===== src/rtl/sram_ctl_pkg.sv =====
package sram_ctl_pkg;
  typedef enum logic [1:0] {
    OP_IDLE  = 2'd0,
    OP_READ  = 2'd1,
    OP_WRITE = 2'd2
  } op_e;
endpackage


===== src/rtl/sram_ctl_decode.sv =====
module sram_ctl_decode
  import sram_ctl_pkg::*;
#(
  parameter int LANES = 4
) (
  input  logic             ce0_ni,
  input  logic             ce1_i,
  input  logic             ce2_ni,
  input  logic             gw_ni,
  input  logic             bwe_ni,
  input  logic [LANES-1:0] bsel_ni,
  output op_e              op_o,
  output logic [LANES-1:0] strb_o
);
  logic sel;
  assign sel = ~ce0_ni & ce1_i & ~ce2_ni;

  always_comb begin
    op_o   = OP_IDLE;
    strb_o = '0;
    if (sel) begin
      if (!gw_ni) begin
        // global write wins over byte selects
        op_o   = OP_WRITE;
        strb_o = '1;
      end else if (!bwe_ni) begin
        op_o   = OP_WRITE;
        strb_o = ~bsel_ni;
      end else begin
        op_o = OP_READ;
      end
    end
  end
endmodule


===== src/rtl/sram_ctl_req_stage.sv =====
module sram_ctl_req_stage
  import sram_ctl_pkg::*;
#(
  parameter int ADDR_W = 4,
  parameter int LANES  = 4,
  parameter int LANE_W = 9,
  localparam int DATA_W = LANES * LANE_W
) (
  input  logic              clk_i,
  input  logic              rst_ni,
  input  op_e               op_i,
  input  logic [LANES-1:0]  strb_i,
  input  logic [ADDR_W-1:0] addr_i,
  input  logic [DATA_W-1:0] wdata_i,
  output op_e               op_o,
  output logic [LANES-1:0]  strb_o,
  output logic [ADDR_W-1:0] addr_o,
  output logic [DATA_W-1:0] wdata_o
);
  always_ff @(posedge clk_i or negedge rst_ni) begin
    if (!rst_ni) begin
      op_o    <= OP_IDLE;
      strb_o  <= '0;
      addr_o  <= '0;
      wdata_o <= '0;
    end else begin
      op_o    <= op_i;
      strb_o  <= strb_i;
      addr_o  <= addr_i;
      wdata_o <= wdata_i;
    end
  end
endmodule


===== src/rtl/sram_ctl_lane_array.sv =====
module sram_ctl_lane_array #(
  parameter int ADDR_W = 4,
  parameter int LANES  = 4,
  parameter int LANE_W = 9,
  localparam int DATA_W = LANES * LANE_W,
  localparam int DEPTH  = 1 << ADDR_W
) (
  input  logic              clk_i,
  input  logic              wr_en_i,
  input  logic [LANES-1:0]  strb_i,
  input  logic [ADDR_W-1:0] addr_i,
  input  logic [DATA_W-1:0] wdata_i,
  output logic [DATA_W-1:0] rdata_o
);
  for (genvar g = 0; g < LANES; g++) begin : g_lane
    logic [LANE_W-1:0] mem [DEPTH];

    always_ff @(posedge clk_i) begin
      if (wr_en_i && strb_i[g]) mem[addr_i] <= wdata_i[g*LANE_W +: LANE_W];
    end

    assign rdata_o[g*LANE_W +: LANE_W] = mem[addr_i];
  end
endmodule


===== src/rtl/sram_ctl_out_stage.sv =====
module sram_ctl_out_stage #(
  parameter int DATA_W = 36
) (
  input  logic              clk_i,
  input  logic              rst_ni,
  input  logic              rd_i,
  input  logic [DATA_W-1:0] rdata_i,
  input  logic              oe_ni,
  output logic [DATA_W-1:0] rdata_o,
  output logic              drive_o
);
  logic drv_q;

  // second stage of the select pipeline: drive follows the in-flight read
  always_ff @(posedge clk_i or negedge rst_ni) begin
    if (!rst_ni) begin
      drv_q   <= 1'b0;
      rdata_o <= '0;
    end else begin
      drv_q <= rd_i;
      if (rd_i) rdata_o <= rdata_i;
    end
  end

  assign drive_o = drv_q & ~oe_ni;
endmodule


===== src/rtl/sram_pipe_ctrl.sv =====
module sram_pipe_ctrl
  import sram_ctl_pkg::*;
#(
  parameter int ADDR_W = 4,
  parameter int LANES  = 4,
  parameter int LANE_W = 9,
  localparam int DATA_W = LANES * LANE_W
) (
  input  logic              clk_i,
  input  logic              rst_ni,
  input  logic              ce0_ni,
  input  logic              ce1_i,
  input  logic              ce2_ni,
  input  logic [ADDR_W-1:0] addr_i,
  input  logic [DATA_W-1:0] wdata_i,
  input  logic              gw_ni,
  input  logic              bwe_ni,
  input  logic [LANES-1:0]  bsel_ni,
  input  logic              oe_ni,
  output logic [DATA_W-1:0] rdata_o,
  output logic              drive_o
);
  op_e               dec_op;
  logic [LANES-1:0]  dec_strb;
  op_e               req_op_q;
  logic [LANES-1:0]  req_strb_q;
  logic [ADDR_W-1:0] req_addr_q;
  logic [DATA_W-1:0] req_wdata_q;
  logic [DATA_W-1:0] arr_rdata;

  sram_ctl_decode #(.LANES(LANES)) u_decode (
    .ce0_ni (ce0_ni),
    .ce1_i  (ce1_i),
    .ce2_ni (ce2_ni),
    .gw_ni  (gw_ni),
    .bwe_ni (bwe_ni),
    .bsel_ni(bsel_ni),
    .op_o   (dec_op),
    .strb_o (dec_strb)
  );

  sram_ctl_req_stage #(.ADDR_W(ADDR_W), .LANES(LANES), .LANE_W(LANE_W)) u_req (
    .clk_i  (clk_i),
    .rst_ni (rst_ni),
    .op_i   (dec_op),
    .strb_i (dec_strb),
    .addr_i (addr_i),
    .wdata_i(wdata_i),
    .op_o   (req_op_q),
    .strb_o (req_strb_q),
    .addr_o (req_addr_q),
    .wdata_o(req_wdata_q)
  );

  sram_ctl_lane_array #(.ADDR_W(ADDR_W), .LANES(LANES), .LANE_W(LANE_W)) u_array (
    .clk_i  (clk_i),
    .wr_en_i(req_op_q == OP_WRITE),
    .strb_i (req_strb_q),
    .addr_i (req_addr_q),
    .wdata_i(req_wdata_q),
    .rdata_o(arr_rdata)
  );

  sram_ctl_out_stage #(.DATA_W(DATA_W)) u_out (
    .clk_i  (clk_i),
    .rst_ni (rst_ni),
    .rd_i   (req_op_q == OP_READ),
    .rdata_i(arr_rdata),
    .oe_ni  (oe_ni),
    .rdata_o(rdata_o),
    .drive_o(drive_o)
  );
endmodule


===== config.mk =====
export PLATFORM = sky130hd
export DESIGN_NAME = sram_pipe_ctrl
export DESIGN_NICKNAME = d
export VERILOG_FILES = /design/src/rtl/sram_ctl_pkg.sv /design/src/rtl/sram_ctl_decode.sv /design/src/rtl/sram_ctl_req_stage.sv /design/src/rtl/sram_ctl_lane_array.sv /design/src/rtl/sram_ctl_out_stage.sv /design/src/rtl/sram_pipe_ctrl.sv
export SDC_FILE = /design/constraint.sdc
export NUM_CORES = 1
export LEC_CHECK = 0
export ABC_AREA = 1
export CORE_AREA = 2 2 304 306
export DETAILED_ROUTE_END_ITERATION = 10
export DIE_AREA = 0 0 306 308
export PLACE_DENSITY = 0.55
export SETUP_SLACK_MARGIN = 0.2
export SLEW_MARGIN = 5
export SYNTH_ARGS = -nofsm -noshare
export SYNTH_HDL_FRONTEND = slang
export SYNTH_HIERARCHICAL = 1
export SYNTH_SLANG_ARGS = --single-unit
export TNS_END_PERCENT = 5

===== constraint.sdc =====
create_clock -name clk_i -period 4 [get_ports clk_i]
set_input_delay 0.6 -clock clk_i [delete_from_list [all_inputs] [get_ports clk_i]]
set_output_delay 0.6 -clock clk_i [all_outputs]
set_load 0.02 [all_outputs]

==> Implementation_results.wiki, run 1 <==
{| class="wikitable"
! Metric !! Value
|-
| Outcome || finished clean
|-
| Root buffer cell || sky130_fd_sc_hd__clkbuf_16
|-
| Cell count of the worst reg-to-reg path || 5
|-
| Number of warning messages in the yosys log || 6
|-
| I/O pin cnt || 89
|-
| Setup violators final || 0
|-
| Gate count of the mapped netlist || 2634
|-
| Max Buffers Root-to-Sink || 3
|-
| Critical register-to-register path startpoint || u_req/addr_o[1]$_DFF_PN0_
|-
| Type of the worst setup path || flop to flop
|-
| Final hold violation count || 0
|-
| Die area || 0.0942 mm2
|-
| Area of the mapped netlist || 0.0271 mm2
|-
| Reg-to-reg endpoint || u_array/g_lane[2].mem[10][7]$_DFFE_PP_
|-
| Final Critical Period || 2.82 ns
|-
| Wirelength per Cell || 17.0 um
|-
| # DRC || 0
|-
| H-tree Lvls || 3
|-
| Hold Buf Count CTS || 0
|-
| Number of nets in the layout || 2795
|-
| Number of gates given a new drive strength after cts || 0
|-
| Vias in the first global route || 16800
|-
| Mean cell area of the mapped netlist || 10.3 um2
|-
| Setup Fix Bufs, Post-CTS || 0
|-
| Max Freq || 355 MHz
|-
| Setup crit start kind || flop
|-
| Global-route wire length before repair || 103000 um
|-
| Netlist cell types || 17
|-
| Data arrival, critical path || 3.13 ns
|-
| CTS buffer count || 72
|-
| Unrepaired setup endpoints after global routing || false
|-
| Category of the worst setup path capture point || flop
|-
| Post-Syn Nets || 2686
|-
| GP Congestion || 0.750
|-
| Reg-to-reg setup timing slack || 1.18 ns
|-
| Fraction of final layout cells with drive strength greater than 1 || 7.24%
|-
| Iteration-0 DRC Markers || 1171
|-
| Sink Count || 659
|-
| Ratio of final minimum period to clock period || 70.4%
|-
| Aggregate global-route resource usage || 14.5%
|-
| Required time worst endpoint || 4.31 ns
|-
| Wirelength, routed || 67700 um
|-
| Power density relative to cell area || 481 mW/mm2
|-
| N_diodes || 0
|-
| Avg Vias per Cell || 4.32
|-
| Register area share after synthesis || 71.4%
|-
| Insertion delay to the later sink of the worst-skew pair || 0.60 ns
|-
| Placed wire-length estimate || 37300 um
|-
| Initial antenna violation count || 0
|-
| Die Span Y || 308 um
|-
| DR pass1 iterations || 8
|-
| Clock tree from TritonCTS || yes
|-
| Worst-case clock skew || 0.0176 ns
|-
| Number of cells in the finished layout apart from fillers || 3988
|-
| Remaining antenna violation count || 0
|-
| Placed insts || 3855
|-
| Starting density of the core || 29.8%
|-
| Peak supply drop || 258 uV
|-
| Max Transition Viols Final || 0
|-
| Largest fanout of any net on the critical path || 60
|-
| Die extent in x || 306 um
|-
| Largest net degree at the start of global routing || 139
|-
| Post-synthesis sequential element count || 659
|-
| Remaining max-slew budget at the tightest pin || 14.2%
|-
| MaxCap Viol Count || 0
|-
| Global-route congestion overflow total || 0
|-
| Layout overhead on the synthesized area || 16.9%
|-
| Kind of path behind the tightest hold check || input port to asynchronous set/reset pin
|-
| Core area || 0.0910 mm2
|-
| Post-Route Setup TNS || 0 ns
|-
| Count of buffers inserted at the top-level ports || 88
|-
| Cell Rows || 111
|-
| Transition time of the tightest slew-check pin || 1.28 ns
|-
| Leak || 13.3 nW
|-
| Total number of vias || 17200
|-
| Clock-pin slew on the worst setup and hold paths || 0.06 ns
|}
layout make-up:
type / instances / area, um2
inverters: 86 / 340
clock buffers: 103 / 2080
fillers: 8987 / 59200
multi-input cells: 1767 / 6710
well taps: 1186 / 1480
flip-flops and latches: 659 / 19400
repair buffers: 157 / 1450
clock inverters: 30 / 279
worst max-delay path, stage by stage, from the launching register on:
cell and delay (ns):
sky130_fd_sc_hd__dfrtp_4 0.96, sky130_fd_sc_hd__inv_4 0.46, sky130_fd_sc_hd__nor2_2 0.27, sky130_fd_sc_hd__nand2_1 0.21
sky130_fd_sc_hd__nor2_1 0.33, sky130_fd_sc_hd__buf_4 0.23
where the power goes:
part,switching [mW],internal [mW]
Sequential,0.165,7.58
Combinational,0.594,0.348
Clock,2.63,3.95
Total,3.39,11.9
layer usage:
metal	wire, um	track usage, %
met1	30000	18.8
met2	32200	24.3
met3	4010	3.04
met4	1550	4.61
met5	0	0
worst max path at each step:
stage	cells past startpoint	slack [ns]	start	to
after floorplan	6	2.13	u_req/addr_o[0]$_DFF_PN0_	u_array/g_lane[0].mem[12][0]$_DFFE_PP_
after global placement	5	1.23	u_req/addr_o[1]$_DFF_PN0_	u_array/g_lane[2].mem[10][4]$_DFFE_PP_
after detailed placement	5	1.20	u_req/addr_o[1]$_DFF_PN0_	u_array/g_lane[2].mem[10][4]$_DFFE_PP_
after CTS	5	1.16	u_req/addr_o[1]$_DFF_PN0_	u_array/g_lane[2].mem[10][7]$_DFFE_PP_
after global routing	5	1.05	u_req/addr_o[1]$_DFF_PN0_	u_array/g_lane[2].mem[10][7]$_DFFE_PP_
final	5	1.18	u_req/addr_o[1]$_DFF_PN0_	u_array/g_lane[2].mem[10][7]$_DFFE_PP_
cell usage after synthesis (all sizes together):
library cell     n  share of area, %
dfrtp           83               7.7
nor2            87               1.2
edfxtp         576                64
inv             86               1.2
nand2         1679                23
nand3            1             0.065
buf            101               2.5
clkbuf          21              0.29
flip-flops by register name (all words and copies together), names as in the netlist:
signal / count
u_req/op_o: 2
u_req/wdata_o: 36
u_req/strb_o: 4
u_array/g_lane.mem: 576
u_out/rdata_o: 36
u_out/drv_q: 1
u_req/addr_o: 4
per-stage QoR:
| step | instance area (um2) | utilization [%] | hold WS [ns] | power, mW | worst slack [ns] |
|---|---|---|---|---|---|
| 3_3_place_gp | 29400 | 32.3 | 0.460 | 8.85 | 1.23 |
| 6_report | 31700 | 34.9 | 0.0614 | 15.3 | 1.18 |
| 2_1_floorplan | 27100 | - | 0.304 | 8.40 | 2.13 |
| 5_1_grt | 31700 | 34.9 | 0.108 | 15.8 | 1.05 |
| 3_5_place_dp | 29400 | 32.3 | 0.462 | 8.85 | 1.20 |
| 4_1_cts | 31700 | 34.9 | 0.0776 | 15.5 | 1.16 |
layout by cell type (no fill, tap or decap), drive strengths merged:
| master | instances |
|---|---|
| inv | 88 |
| nand2 | 1679 |
| nor2 | 87 |
| clkbuf | 103 |
| clkinvlp | 1 |
| nand3 | 1 |
| buf | 70 |
| edfxtp | 576 |
| clkdlybuf4s50 | 87 |
| dfrtp | 83 |
| clkinv | 22 |
| bufinv | 5 |
kinds of logic after synthesis:
| logic type | share of synthesized area, % |
|---|---|
| buffers and inverters | 4.04 |
| flip-flops | 71.4 |
| AND/OR/NAND/NOR | 24.6 |
(Power assumes the default switching activity.)
==> inputs of run 2 (changes only) <==
==> constraint.sdc (replaced) <==
create_clock -name clk_i -period 2.82 [get_ports clk_i]
set_input_delay 0.423 -clock clk_i [delete_from_list [all_inputs] [get_ports clk_i]]
set_output_delay 0.423 -clock clk_i [all_outputs]
set_load 0.02 [all_outputs]
==> run 2 against run 1 <==
Non-clock buffer count up 20. Routed wire length about the same. Global-route usage about the same. Utilization increased by 0.21 points. Sequential share of layout area is 0.36 points lower. Flip-flop and latch count unchanged. First-iteration DRC count up 8.7%. Clock power up 41%. Via count grew 0.91%. Critical endpoint is now drive_o. Largest cell class unchanged. Highest routed layer is now met5.
==> Implementation_results.wiki, run 2 (synthesis gave the netlist of run 1 again) <==
{| class="wikitable"
! Metric !! Value
|-
| Peak supply drop || 364 uV
|-
| Iteration-0 DRC Markers || 1273
|-
| Die area || 0.0942 mm2
|-
| Type of the worst setup path || flop to primary output
|-
| Final Critical Period || 2.10 ns
|-
| DR pass1 iterations || 6
|-
| Category of the worst setup path capture point || primary output
|-
| Starting density of the core || 29.8%
|-
| Core occupancy in the finished layout || 35.1%
|-
| Root buffer cell || sky130_fd_sc_hd__clkbuf_16
|-
| GP Congestion || 0.751
|-
| Count of buffers inserted at the top-level ports || 88
|-
| Fraction of final layout cells with drive strength greater than 1 || 7.63%
|-
| Cell count of the worst reg-to-reg path || 5
|-
| Remaining antenna violation count || 0
|-
| Data arrival, critical path || 1.67 ns
|-
| Global-route congestion overflow total || 0
|-
| Leading cell type in the layout, fill and taps excluded || sky130_fd_sc_hd__nand2_1
|-
| Leak || 13.4 nW
|-
| Hold Path Depth || 1
|-
| Portion of total power attributed to combinational logic || 6.4%
|-
| Critical register-to-register path startpoint || u_req/op_o[1]$_DFF_PN0_
|-
| Placed wire-length estimate || 37800 um
|-
| Avg Vias per Cell || 4.34
|-
| Core area || 0.0910 mm2
|-
| Insertion delay to the later sink of the worst-skew pair || 0.62 ns
|-
| Largest register by flop count || u_array/g_lane.mem
|-
| Hold Crit Start || wdata_i[19]
|-
| Sequential cell fraction of total power || 50.8%
|-
| Global-route wire length before repair || 103000 um
|-
| Aggregate global-route resource usage || 14.5%
|-
| Max Buffers Root-to-Sink || 3
|-
| Total number of vias || 17400
|-
| Clock-pin slew on the worst setup and hold paths || 0.06 ns
|-
| Worst-case clock skew || 0.0298 ns
|-
| Internal Power || 16.8 mW
|-
| Cell Rows || 111
|-
| Outcome || finished clean
|-
| Die Span Y || 308 um
|-
| Wirelength per Cell || 16.9 um
|-
| Required time worst endpoint || 2.40 ns
|-
| Ratio of final minimum period to clock period || 74.4%
|-
| Number of gates given a new drive strength after cts || 0
|-
| Unrepaired setup endpoints after global routing || false
|-
| Largest net degree at the start of global routing || 124
|-
| Setup crit start kind || flop
|-
| MaxCap Viol Count || 0
|-
| Max Transition Viols Final || 0
|-
| Kind of path behind the tightest hold check || input port to flop
|-
| Top library cells by usage in the layout, fill and taps aside || sky130_fd_sc_hd__nand2_1 (1669), sky130_fd_sc_hd__edfxtp_1 (576), sky130_fd_sc_hd__clkdlybuf4s50_1 (87)
|-
| Top Registers || u_array/g_lane.mem: 576 flops, u_out/rdata_o: 36 flops, u_req/wdata_o: 36 flops
|-
| Largest fanout of any net on the critical path || 1
|-
| CTS buffer count || 72
|-
| I/O pin cnt || 89
|-
| Max Freq || 477 MHz
|-
| Setup violators final || 0
|-
| Die extent in x || 306 um
|-
| Flip-flop count of the largest register, all copies and words added || 576
|-
| Reg-to-reg setup timing slack || 0.76 ns
|-
| Layout overhead on the synthesized area || 17.6%
|-
| Number of nets in the layout || 2815
|-
| Reported net switching power || 4.79 mW
|-
| Part of the total power dissipated in the clock network || 42.9%
|-
| Reg-to-reg endpoint || u_array/g_lane[0].mem[2][3]$_DFFE_PP_
|-
| Initial antenna violation count || 1
|-
| Sink Count || 659
|-
| Post-Route Setup TNS || 0 ns
|-
| Remaining max-slew budget at the tightest pin || 41.7%
|-
| Vias in the first global route || 16600
|-
| # DRC || 0
|-
| Clock tree from TritonCTS || yes
|-
| Switching share of power || 22.2%
|-
| Power density relative to cell area || 676 mW/mm2
|-
| Endpoint with the worst hold slack || u_req/wdata_o[19]$_DFF_PN0_
|-
| H-tree Lvls || 3
|-
| Wirelength, routed || 67700 um
|-
| Final hold violation count || 0
|-
| Transition time of the tightest slew-check pin || 0.872 ns
|}
==> run 2: cell count changes in the layout (fill, tap and decap cells not counted), moves of 3 or more <==
| cell | delta |
|---|---|
| sky130_fd_sc_hd__buf_12 | +6 |
| sky130_fd_sc_hd__buf_4 | +13 |
| sky130_fd_sc_hd__clkbuf_8 | -3 |
| sky130_fd_sc_hd__clkinv_2 | -6 |
==> run 2: worst max-delay path by stage <==
stage	startpoint	end	slack, ns	cells past startpoint
global route	u_req/op_o[1]$_DFF_PN0_	u_array/g_lane[0].mem[2][6]$_DFFE_PP_	0.56	5
floorplan	u_req/addr_o[0]$_DFF_PN0_	u_array/g_lane[0].mem[12][0]$_DFFE_PP_	0.95	6
CTS	u_out/drv_q$_DFF_PN0_	drive_o	0.66	3
finish	u_out/drv_q$_DFF_PN0_	drive_o	0.72	3
global placement	u_req/op_o[1]$_DFF_PN0_	u_array/g_lane[0].mem[3][6]$_DFFE_PP_	0.79	5
detailed placement	u_req/addr_o[3]$_DFF_PN0_	u_array/g_lane[2].mem[12][3]$_DFFE_PP_	0.78	5
==> run 2: timing repair <==
action	4_1_cts	5_1_grt
hold buffers	1	0
setup buffers	0	0
hold endpoints to repair	32	0
setup endpoints to repair	0	0
==> run 2: per-stage QoR <==
stage	cell area, um2	worst slack, ns	total power [mW]	std cells	hold WS, ns
finish	31900	0.723	21.6	4004	0.246
CTS	31900	0.659	21.9	4003	0.216
floorplan	27100	0.951	11.9	2634	0.127
global placement	29600	0.792	12.6	3874	0.458
detailed placement	29600	0.777	12.6	3874	0.458
global route	31900	0.558	22.4	4003	0.226
==> run 2: area by class of cell <==
type	count	area, um2
Inverter	86	340
Sequential cell	659	19400
Clock inverter	28	282
Fill cell	8976	59100
Tap cell	1186	1480
Clock buffer	100	2040
Multi-Input combinational cell	1767	6710
Antenna cell	1	2.50
Timing Repair Buffer	177	1670
==> run 2: power groups by stage <==
| stage | registers, mW | clock network, mW | logic (mW) |
|---|---|---|---|
| floorplan | 11.2 | 0 | 0.695 |
| global placement | 11.2 | 0 | 1.40 |
| detailed placement | 11.2 | 0 | 1.40 |
| CTS | 11.0 | 9.49 | 1.41 |
| global route | 11.0 | 9.84 | 1.54 |
| finish | 11.0 | 9.25 | 1.37 |
==> run 2: layer usage <==
layer  vias to the layer above  track usage [%]  part of all wire [%]
li1                       8639                -                     -
met5                         -                0                 0.019
met2                       385             23.8                    47
met1                      8251             19.6                    46
met3                       102             2.58                   5.1
met4                         2             4.20                   2.4
==> run 2: worst max-delay path, stage by stage (launching register included) <==
cell and delay, ns:
sky130_fd_sc_hd__dfrtp_1 0.33, sky130_fd_sc_hd__inv_1 0.05, sky130_fd_sc_hd__nor2_1 0.08, sky130_fd_sc_hd__clkdlybuf4s50_1 0.61
